$ cat src/rtl/slp_pkg.sv
package slp_pkg;

  typedef enum logic [3:0] {
    ST_ACTIVE,
    ST_BLOCK,
    ST_ISO,
    ST_GATE,
    ST_SLEEP,
    ST_WAKE,
    ST_UNGATE,
    ST_UNISO
  } seqState_t;

  typedef struct packed {
    logic timerLoad;
    logic timerDec;
    logic settleLoad;
    logic settleDec;
    logic ptrOpen;
  } seqStrobes_t;

endpackage

$ cat src/rtl/slp_datapath.sv
module slp_datapath
  import slp_pkg::*;
#(
  parameter int TIMER_W      = 16,
  parameter int PTR_W        = 16,
  parameter int SETTLE_CYC   = 5,
  parameter int INTERVAL_RST = 4
) (
  input  logic               clk,
  input  logic               rst_n,
  input  seqStrobes_t        strb,
  input  logic               intervalWe,
  input  logic [TIMER_W-1:0] intervalIn,
  input  logic               ptrWe,
  input  logic [PTR_W-1:0]   progPtrIn,
  input  logic [PTR_W-1:0]   storePtrIn,
  output logic [PTR_W-1:0]   progPtr,
  output logic [PTR_W-1:0]   storePtr,
  output logic               timerLast,
  output logic               settleDone
);

  localparam int SW = (SETTLE_CYC < 1) ? 1 : $clog2(SETTLE_CYC + 1);

  logic [TIMER_W-1:0] intervalReg;
  logic [TIMER_W-1:0] timerCnt;
  logic [SW-1:0]      settleCnt;

  // interval register, writable at any time
  always_ff @(posedge clk or negedge rst_n) begin
    if (!rst_n) intervalReg <= TIMER_W'(INTERVAL_RST);
    else if (intervalWe) intervalReg <= intervalIn;
  end

  // sleep timer: loaded at acceptance, stepped on slow ticks while asleep
  always_ff @(posedge clk or negedge rst_n) begin
    if (!rst_n) timerCnt <= '0;
    else if (strb.timerLoad) timerCnt <= intervalReg;
    else if (strb.timerDec) timerCnt <= timerCnt - 1'b1;
  end

  assign timerLast = (timerCnt <= TIMER_W'(1));

  // settle counter for the regulator ramp
  always_ff @(posedge clk or negedge rst_n) begin
    if (!rst_n) settleCnt <= '0;
    else if (strb.settleLoad) settleCnt <= SW'(SETTLE_CYC);
    else if (strb.settleDec) settleCnt <= settleCnt - 1'b1;
  end

  assign settleDone = (settleCnt == '0);

  // retained pointers, written only while the core is live
  always_ff @(posedge clk or negedge rst_n) begin
    if (!rst_n) begin
      progPtr  <= '0;
      storePtr <= '0;
    end else if (ptrWe && strb.ptrOpen) begin
      progPtr  <= progPtrIn;
      storePtr <= storePtrIn;
    end
  end

  // pointers hold unless a live write occurs
  a_r9_ptr_hold: assert property (@(posedge clk) disable iff (!rst_n)
    !(ptrWe && strb.ptrOpen) |=> ($stable(progPtr) && $stable(storePtr)));

  // timer does not move without a strobe
  a_r4_timer_quiet: assert property (@(posedge clk) disable iff (!rst_n)
    (!strb.timerLoad && !strb.timerDec) |=> $stable(timerCnt));

  // load and step never coincide
  a_r4_strobe_excl: assert property (@(posedge clk) disable iff (!rst_n)
    !(strb.timerLoad && strb.timerDec));

endmodule

$ cat src/rtl/slp_control.sv
module slp_control
  import slp_pkg::*;
(
  input  logic        clk,
  input  logic        rst_n,
  input  logic        sleepReq,
  input  logic        slowTick,
  input  logic        timerLast,
  input  logic        settleDone,
  output seqStrobes_t strb,
  output logic        sleepAck,
  output logic        sramEn,
  output logic        isoEn,
  output logic        pwrGate,
  output logic        pmuSleep,
  output logic        clkFast,
  output logic        ldoEn
);

  seqState_t state, nextState;

  always_ff @(posedge clk or negedge rst_n) begin
    if (!rst_n) state <= ST_ACTIVE;
    else state <= nextState;
  end

  always_comb begin
    nextState = state;
    unique case (state)
      ST_ACTIVE: if (sleepReq) nextState = ST_BLOCK;
      ST_BLOCK:  nextState = ST_ISO;
      ST_ISO:    nextState = ST_GATE;
      ST_GATE:   nextState = ST_SLEEP;
      ST_SLEEP:  if (slowTick && timerLast) nextState = ST_WAKE;
      ST_WAKE:   if (settleDone) nextState = ST_UNGATE;
      ST_UNGATE: nextState = ST_UNISO;
      ST_UNISO:  nextState = ST_ACTIVE;
      default:   nextState = ST_ACTIVE;
    endcase
  end

  always_comb begin
    strb.timerLoad  = (state == ST_ACTIVE) && sleepReq;
    strb.timerDec   = (state == ST_SLEEP) && slowTick && !timerLast;
    strb.settleLoad = (state == ST_SLEEP) && slowTick && timerLast;
    strb.settleDec  = (state == ST_WAKE) && !settleDone;
    strb.ptrOpen    = (state == ST_ACTIVE);
  end

  // output decode per state
  always_comb begin
    sleepAck = 1'b0;
    sramEn   = 1'b0;
    isoEn    = 1'b1;
    pwrGate  = 1'b1;
    pmuSleep = 1'b0;
    clkFast  = 1'b1;
    ldoEn    = 1'b1;
    unique case (state)
      ST_ACTIVE: begin sramEn = 1'b1; isoEn = 1'b0; pwrGate = 1'b0; end
      ST_BLOCK:  begin sleepAck = 1'b1; isoEn = 1'b0; pwrGate = 1'b0; end
      ST_ISO:    pwrGate = 1'b0;
      ST_GATE:   ;
      ST_SLEEP:  begin pmuSleep = 1'b1; clkFast = 1'b0; ldoEn = 1'b0; end
      ST_WAKE:   ;
      ST_UNGATE: pwrGate = 1'b0;
      ST_UNISO:  begin isoEn = 1'b0; pwrGate = 1'b0; end
      default:   ;
    endcase
  end

  // acknowledge is a single-cycle pulse
  a_r2_ack_pulse: assert property (@(posedge clk) disable iff (!rst_n)
    sleepAck |=> !sleepAck);

  // gating only after memory is blocked and clamps are on
  a_r3_gate_after_block: assert property (@(posedge clk) disable iff (!rst_n)
    $rose(pwrGate) |-> (isoEn && !sramEn));

  // sleep mode only with everything else already safe
  a_r3_sleep_safe: assert property (@(posedge clk) disable iff (!rst_n)
    pmuSleep |-> (pwrGate && isoEn && !sramEn && !clkFast && !ldoEn));

  // ungating only with regulator and fast clock running
  a_r5_ungate_powered: assert property (@(posedge clk) disable iff (!rst_n)
    $fell(pwrGate) |-> (ldoEn && clkFast && !pmuSleep && isoEn));

  // clamps released only after ungating
  a_r6_iso_after_ungate: assert property (@(posedge clk) disable iff (!rst_n)
    $fell(isoEn) |-> !pwrGate);

  // memory reopened only once clamps are off
  a_r6_sram_last: assert property (@(posedge clk) disable iff (!rst_n)
    $rose(sramEn) |-> (!isoEn && !pwrGate));

endmodule

$ cat src/rtl/slumber_sequencer.sv
module slumber_sequencer
  import slp_pkg::*;
#(
  parameter int TIMER_W      = 16,
  parameter int PTR_W        = 16,
  parameter int SETTLE_CYC   = 5,
  parameter int INTERVAL_RST = 4
) (
  input  logic               clk,
  input  logic               rst_n,
  input  logic               slowTick,
  input  logic               sleepReq,
  output logic               sleepAck,
  input  logic               intervalWe,
  input  logic [TIMER_W-1:0] intervalIn,
  input  logic               ptrWe,
  input  logic [PTR_W-1:0]   progPtrIn,
  input  logic [PTR_W-1:0]   storePtrIn,
  output logic [PTR_W-1:0]   progPtr,
  output logic [PTR_W-1:0]   storePtr,
  output logic               sramEn,
  output logic               isoEn,
  output logic               pwrGate,
  output logic               pmuSleep,
  output logic               clkFast,
  output logic               ldoEn
);

  seqStrobes_t strb;
  logic        timerLast;
  logic        settleDone;

  slp_control i_ctrl (
    .clk        (clk),
    .rst_n      (rst_n),
    .sleepReq   (sleepReq),
    .slowTick   (slowTick),
    .timerLast  (timerLast),
    .settleDone (settleDone),
    .strb       (strb),
    .sleepAck   (sleepAck),
    .sramEn     (sramEn),
    .isoEn      (isoEn),
    .pwrGate    (pwrGate),
    .pmuSleep   (pmuSleep),
    .clkFast    (clkFast),
    .ldoEn      (ldoEn)
  );

  slp_datapath #(
    .TIMER_W      (TIMER_W),
    .PTR_W        (PTR_W),
    .SETTLE_CYC   (SETTLE_CYC),
    .INTERVAL_RST (INTERVAL_RST)
  ) i_dp (
    .clk        (clk),
    .rst_n      (rst_n),
    .strb       (strb),
    .intervalWe (intervalWe),
    .intervalIn (intervalIn),
    .ptrWe      (ptrWe),
    .progPtrIn  (progPtrIn),
    .storePtrIn (storePtrIn),
    .progPtr    (progPtr),
    .storePtr   (storePtr),
    .timerLast  (timerLast),
    .settleDone (settleDone)
  );

endmodule

$ cat config.mk
export PLATFORM = sky130hd
export DESIGN_NAME = slumber_sequencer
export DESIGN_NICKNAME = d
export VERILOG_FILES = /design/src/rtl/slp_pkg.sv /design/src/rtl/slp_datapath.sv /design/src/rtl/slp_control.sv /design/src/rtl/slumber_sequencer.sv
export SDC_FILE = /design/constraint.sdc
export NUM_CORES = 1
export LEC_CHECK = 0
export ABC_AREA = 0
export BUFFER_PORTS_ARGS = -buffer_cell sky130_fd_sc_hd__buf_2
export CAP_MARGIN = 20
export CORE_ASPECT_RATIO = 1.25
export CORE_MARGIN = 3
export CORE_UTILIZATION = 40
export CTS_CLUSTER_SIZE = 28
export DETAILED_ROUTE_END_ITERATION = 8
export PLACE_DENSITY = 0.67
export SLEW_MARGIN = 30
export SYNTH_ARGS = -nofsm -noshare
export SYNTH_HDL_FRONTEND = slang
export SYNTH_HIERARCHICAL = 1
export SYNTH_SLANG_ARGS = --single-unit
$ cat constraint.sdc
create_clock -name clk -period 2.2 [get_ports clk]
set_input_delay 0.22 -clock clk [delete_from_list [all_inputs] [get_ports clk]]
set_output_delay 0.22 -clock clk [all_outputs]
set_load 0.005 [all_outputs]
==> flow_summary.toml <==
[place]
dp.cells = 435
gp_congestion = 0.755
dpl.hpwl_um = 4600
port_buffers = 92

[timing]
worstMarginPinSlew_ps = 462
setup_slack_ps = -22.1
clock_skew_ps = 5.96
finalMaxSlewViolations = 0
setup_viol = 2
rsz0062_at_grt = "true"
slew_headroom_pct = 69.2
finalCritPeriodShare_pct = 101
period_needed_ps = 2220
tns_ps = -37.3
hold_viol_final = 0
fmax_mhz = 450

[min_path]
hp-class = "input port to register"

[synthesis]
yosysWarnings = 6
ys_ff_latch = 70
synthCells = 245
ys_types = 38
synth_edf_count = 0
synth_flop_cell = "dfrtp_1"
ys_async_sr_fraction_pct = 100
ys_seq_area_share_pct = 56.4
synth_area_mm2 = 0.00311
syn_avg_cell_area_um2 = 12.7
syn_nets = 303

[clocking]
clk_pin_slew_ps = 80
cts_buffers = 9
cts.sinks = 70
ctsRootBufferMaster = "clkbuf_8"
cts_buffer_depth = 2
insertion_delay_ps = 330
ctsHtreeMaxLevel = 3
cts_tree = "done"

[global_routing]
antenna_found_initial = 0
grt_pass1_vias = 2301
grtUsageTotal_pct = 15.0
grt_pass1_wl_um = 10500
overflow = 0
grt_max_degree = 53

[worst_setup_path]
endpoint_kind = "register"
worst-path-max-fanout = 5
required_ps = 2410
crit_slowest_cell = "or3_4"
cp_slowest_stage_delay_ps = 410
worst-setup-path-type = "register to register"
arrival_ps = 2430
path_cells = "or3_4 > or3_4 > nor3_4 > nor2_4 > nor3b_4 > buf_4 > nand4_1 > xor2_1 > o21ai_1"
crit_top_cell = "or3_4"
cp-start-kind = "register"

[final_layout]
area_delta_synth_final_pct = 33.7
layoutNonFillerInstCount = 460
final_net_count = 422
drive_above_1_share_pct = 56.3
utilization_pct = 55.8
antenna_cells = 0

[power]
powerDensity_mw_per_mm2 = 1330
peakVddDrop_v = 0.000715
p_int_uw = 3860
p_clk_share_pct = 23.9
p_switching_uw = 1670
p_leak_uw = 0.00195
seqPwrFrac_pct = 38.2
sw_frac_of_total_pct = 30.1
comb_power_share_pct = 37.9

[routing]
ant_nets = 0
wire_per_inst_um = 13.5
drc_errors = 0
finalWirelength_um = 6200
vias = 2224
first_pass_iters = 4
viasPerCell = 4.83
drt_iter0_drc = 107

[outcome]
status = "finished, violations left"
violations = "negative setup slack"

[floorplanning]
ios = 93
dieArea_mm2 = 0.00887
rows = 35
initial_utilization_pct = 41.8
die_y_um = 105
fp.dieW_um = 84.9
coreArea_mm2 = 0.00744

[flow_run]
max-cap-violations = 0
path summary, 6_finish.rpt:
kind,startpoint,to,slack (ps),depth (start not counted)
setup / recovery,i_dp/timerCnt[7],i_dp/timerCnt[11],-20,9
hold / removal,storePtrIn[1],i_dp/storePtr[1],110,2
setup reg to reg,i_dp/timerCnt[7],i_dp/timerCnt[11],-20,9
hold reg to reg,i_dp/intervalReg[5],i_dp/timerCnt[5],490,2
max in group asynchronous,rst_n,i_dp/progPtr[10],1210,3
min in group asynchronous,rst_n,i_ctrl/state[2],370,2
kinds of logic after synthesis:
family | share of synthesized area [%]
XOR/XNOR | 4.23
AO/OA/AOI/OAI | 3.66
multiplexers | 19.5
AND/OR/NAND/NOR | 11.3
adder cells (fa/ha/maj) | 1.61
buffers and inverters | 3.30
flip-flops | 56.4
power groups by stage:
stage | clock (uW) | sequential (uW) | combinational, uW
CTS | 1360 | 2110 | 2020
floorplan | 0 | 2150 | 1170
detailed placement | 0 | 2130 | 1990
global route | 1420 | 2190 | 2330
global placement | 0 | 2110 | 1940
finish | 1320 | 2110 | 2100
synth_stat cells, types with 2 or more instances:
| library cell | instances | area, um^2 |
|---|---|---|
| or3_4 | 2 | 22.5 |
| o21ai_1 | 8 | 40.0 |
| buf_4 | 2 | 15.0 |
| xnor2_1 | 9 | 78.8 |
| nor2_1 | 9 | 33.8 |
| dfrtp_1 | 69 | 1730 |
| xor2_1 | 6 | 52.6 |
| buf_1 | 4 | 15.0 |
| nor3_1 | 8 | 40.0 |
| or4_1 | 2 | 15.0 |
| mux2_2 | 53 | 597 |
| nor4_1 | 3 | 18.8 |
| nand2_1 | 19 | 71.3 |
| or3_1 | 2 | 12.5 |
| o21ai_0 | 8 | 40.0 |
| clkbuf_1 | 3 | 11.3 |
| buf_6 | 2 | 22.5 |
| a31oi_1 | 2 | 12.5 |
| nand2b_1 | 2 | 12.5 |
| nand4_1 | 2 | 12.5 |
| or2_2 | 2 | 12.5 |
| inv_1 | 9 | 33.8 |
| ha_1 | 4 | 50.1 |
worst max-delay path: cells and delay by family, from the launching register on:
| kind | cells | cell delay, ps |
|---|---|---|
| AO/OA/AOI/OAI | 1 | 80 |
| XOR/XNOR | 1 | 170 |
| buffers and inverters | 1 | 130 |
| flip-flops | 1 | 380 |
| AND/OR/NAND/NOR | 6 | 1350 |
through the flow:
stage	hold WS, ps	total power [uW]	cell area (um^2)	setup slack (ps)
after floorplan	-75.6	3320	3130	-19.5
after global placement	199	4050	3780	49.5
after detailed placement	206	4120	3780	-51.6
after CTS	93.5	5490	4070	2.83
after global routing	98.6	5930	4160	-169
final	111	5530	4160	-22.1
cells in the final DEF, fill, tap and decap left out, types with 2 or more instances in the layout:
| master | n |
|---|---|
| nor2_1 | 7 |
| clkbuf_8 | 9 |
| or2_2 | 2 |
| o21ai_0 | 5 |
| xnor2_1 | 9 |
| nand2_1 | 18 |
| or4_1 | 2 |
| ha_1 | 2 |
| buf_4 | 25 |
| nor4_1 | 2 |
| nor3_1 | 7 |
| a31oi_1 | 2 |
| o21ai_1 | 10 |
| nand2b_1 | 2 |
| inv_1 | 8 |
| mux2_2 | 53 |
| bufinv_16 | 4 |
| dfrtp_1 | 69 |
| ha_2 | 2 |
| buf_2 | 92 |
| xor2_1 | 5 |
| nand4_1 | 2 |
| or3_4 | 2 |
| or3_1 | 2 |
layer usage:
metal	global-route usage [%]	routed length, um	vias to the layer above
met2	25.4	3390	49
met5	0	0	-
met1	17.6	2430	1079
met3	3.08	250	10
li1	-	-	1086
met4	7.81	125	0
repair_timing:
action / in CTS / in global routing
endpoints found under the setup margin: 3 / 15
setup buffers: 2 / 7
resized for setup: 0 / 14
hold buffers: 1 / 0
hold endpoints to repair: 17 / 0
pin swaps: 3 / 15
state kept, by name, indices dropped and copies added, names as in the netlist:
name,flops
i_ctrl/state,3
i_dp/intervalReg,16
i_dp/progPtr,16
i_dp/settleCnt,3
i_dp/storePtr,16
i_dp/timerCnt,16
final cells by class:
type	count	area, um^2
clock buffers	9	124
clock inverters	6	134
fillers	676	3290
inverters	9	33.8
multi-input cells	154	1310
flip-flops and latches	70	1750
well taps	92	115
repair buffers	120	689
Power figures use the tool's default switching activity.
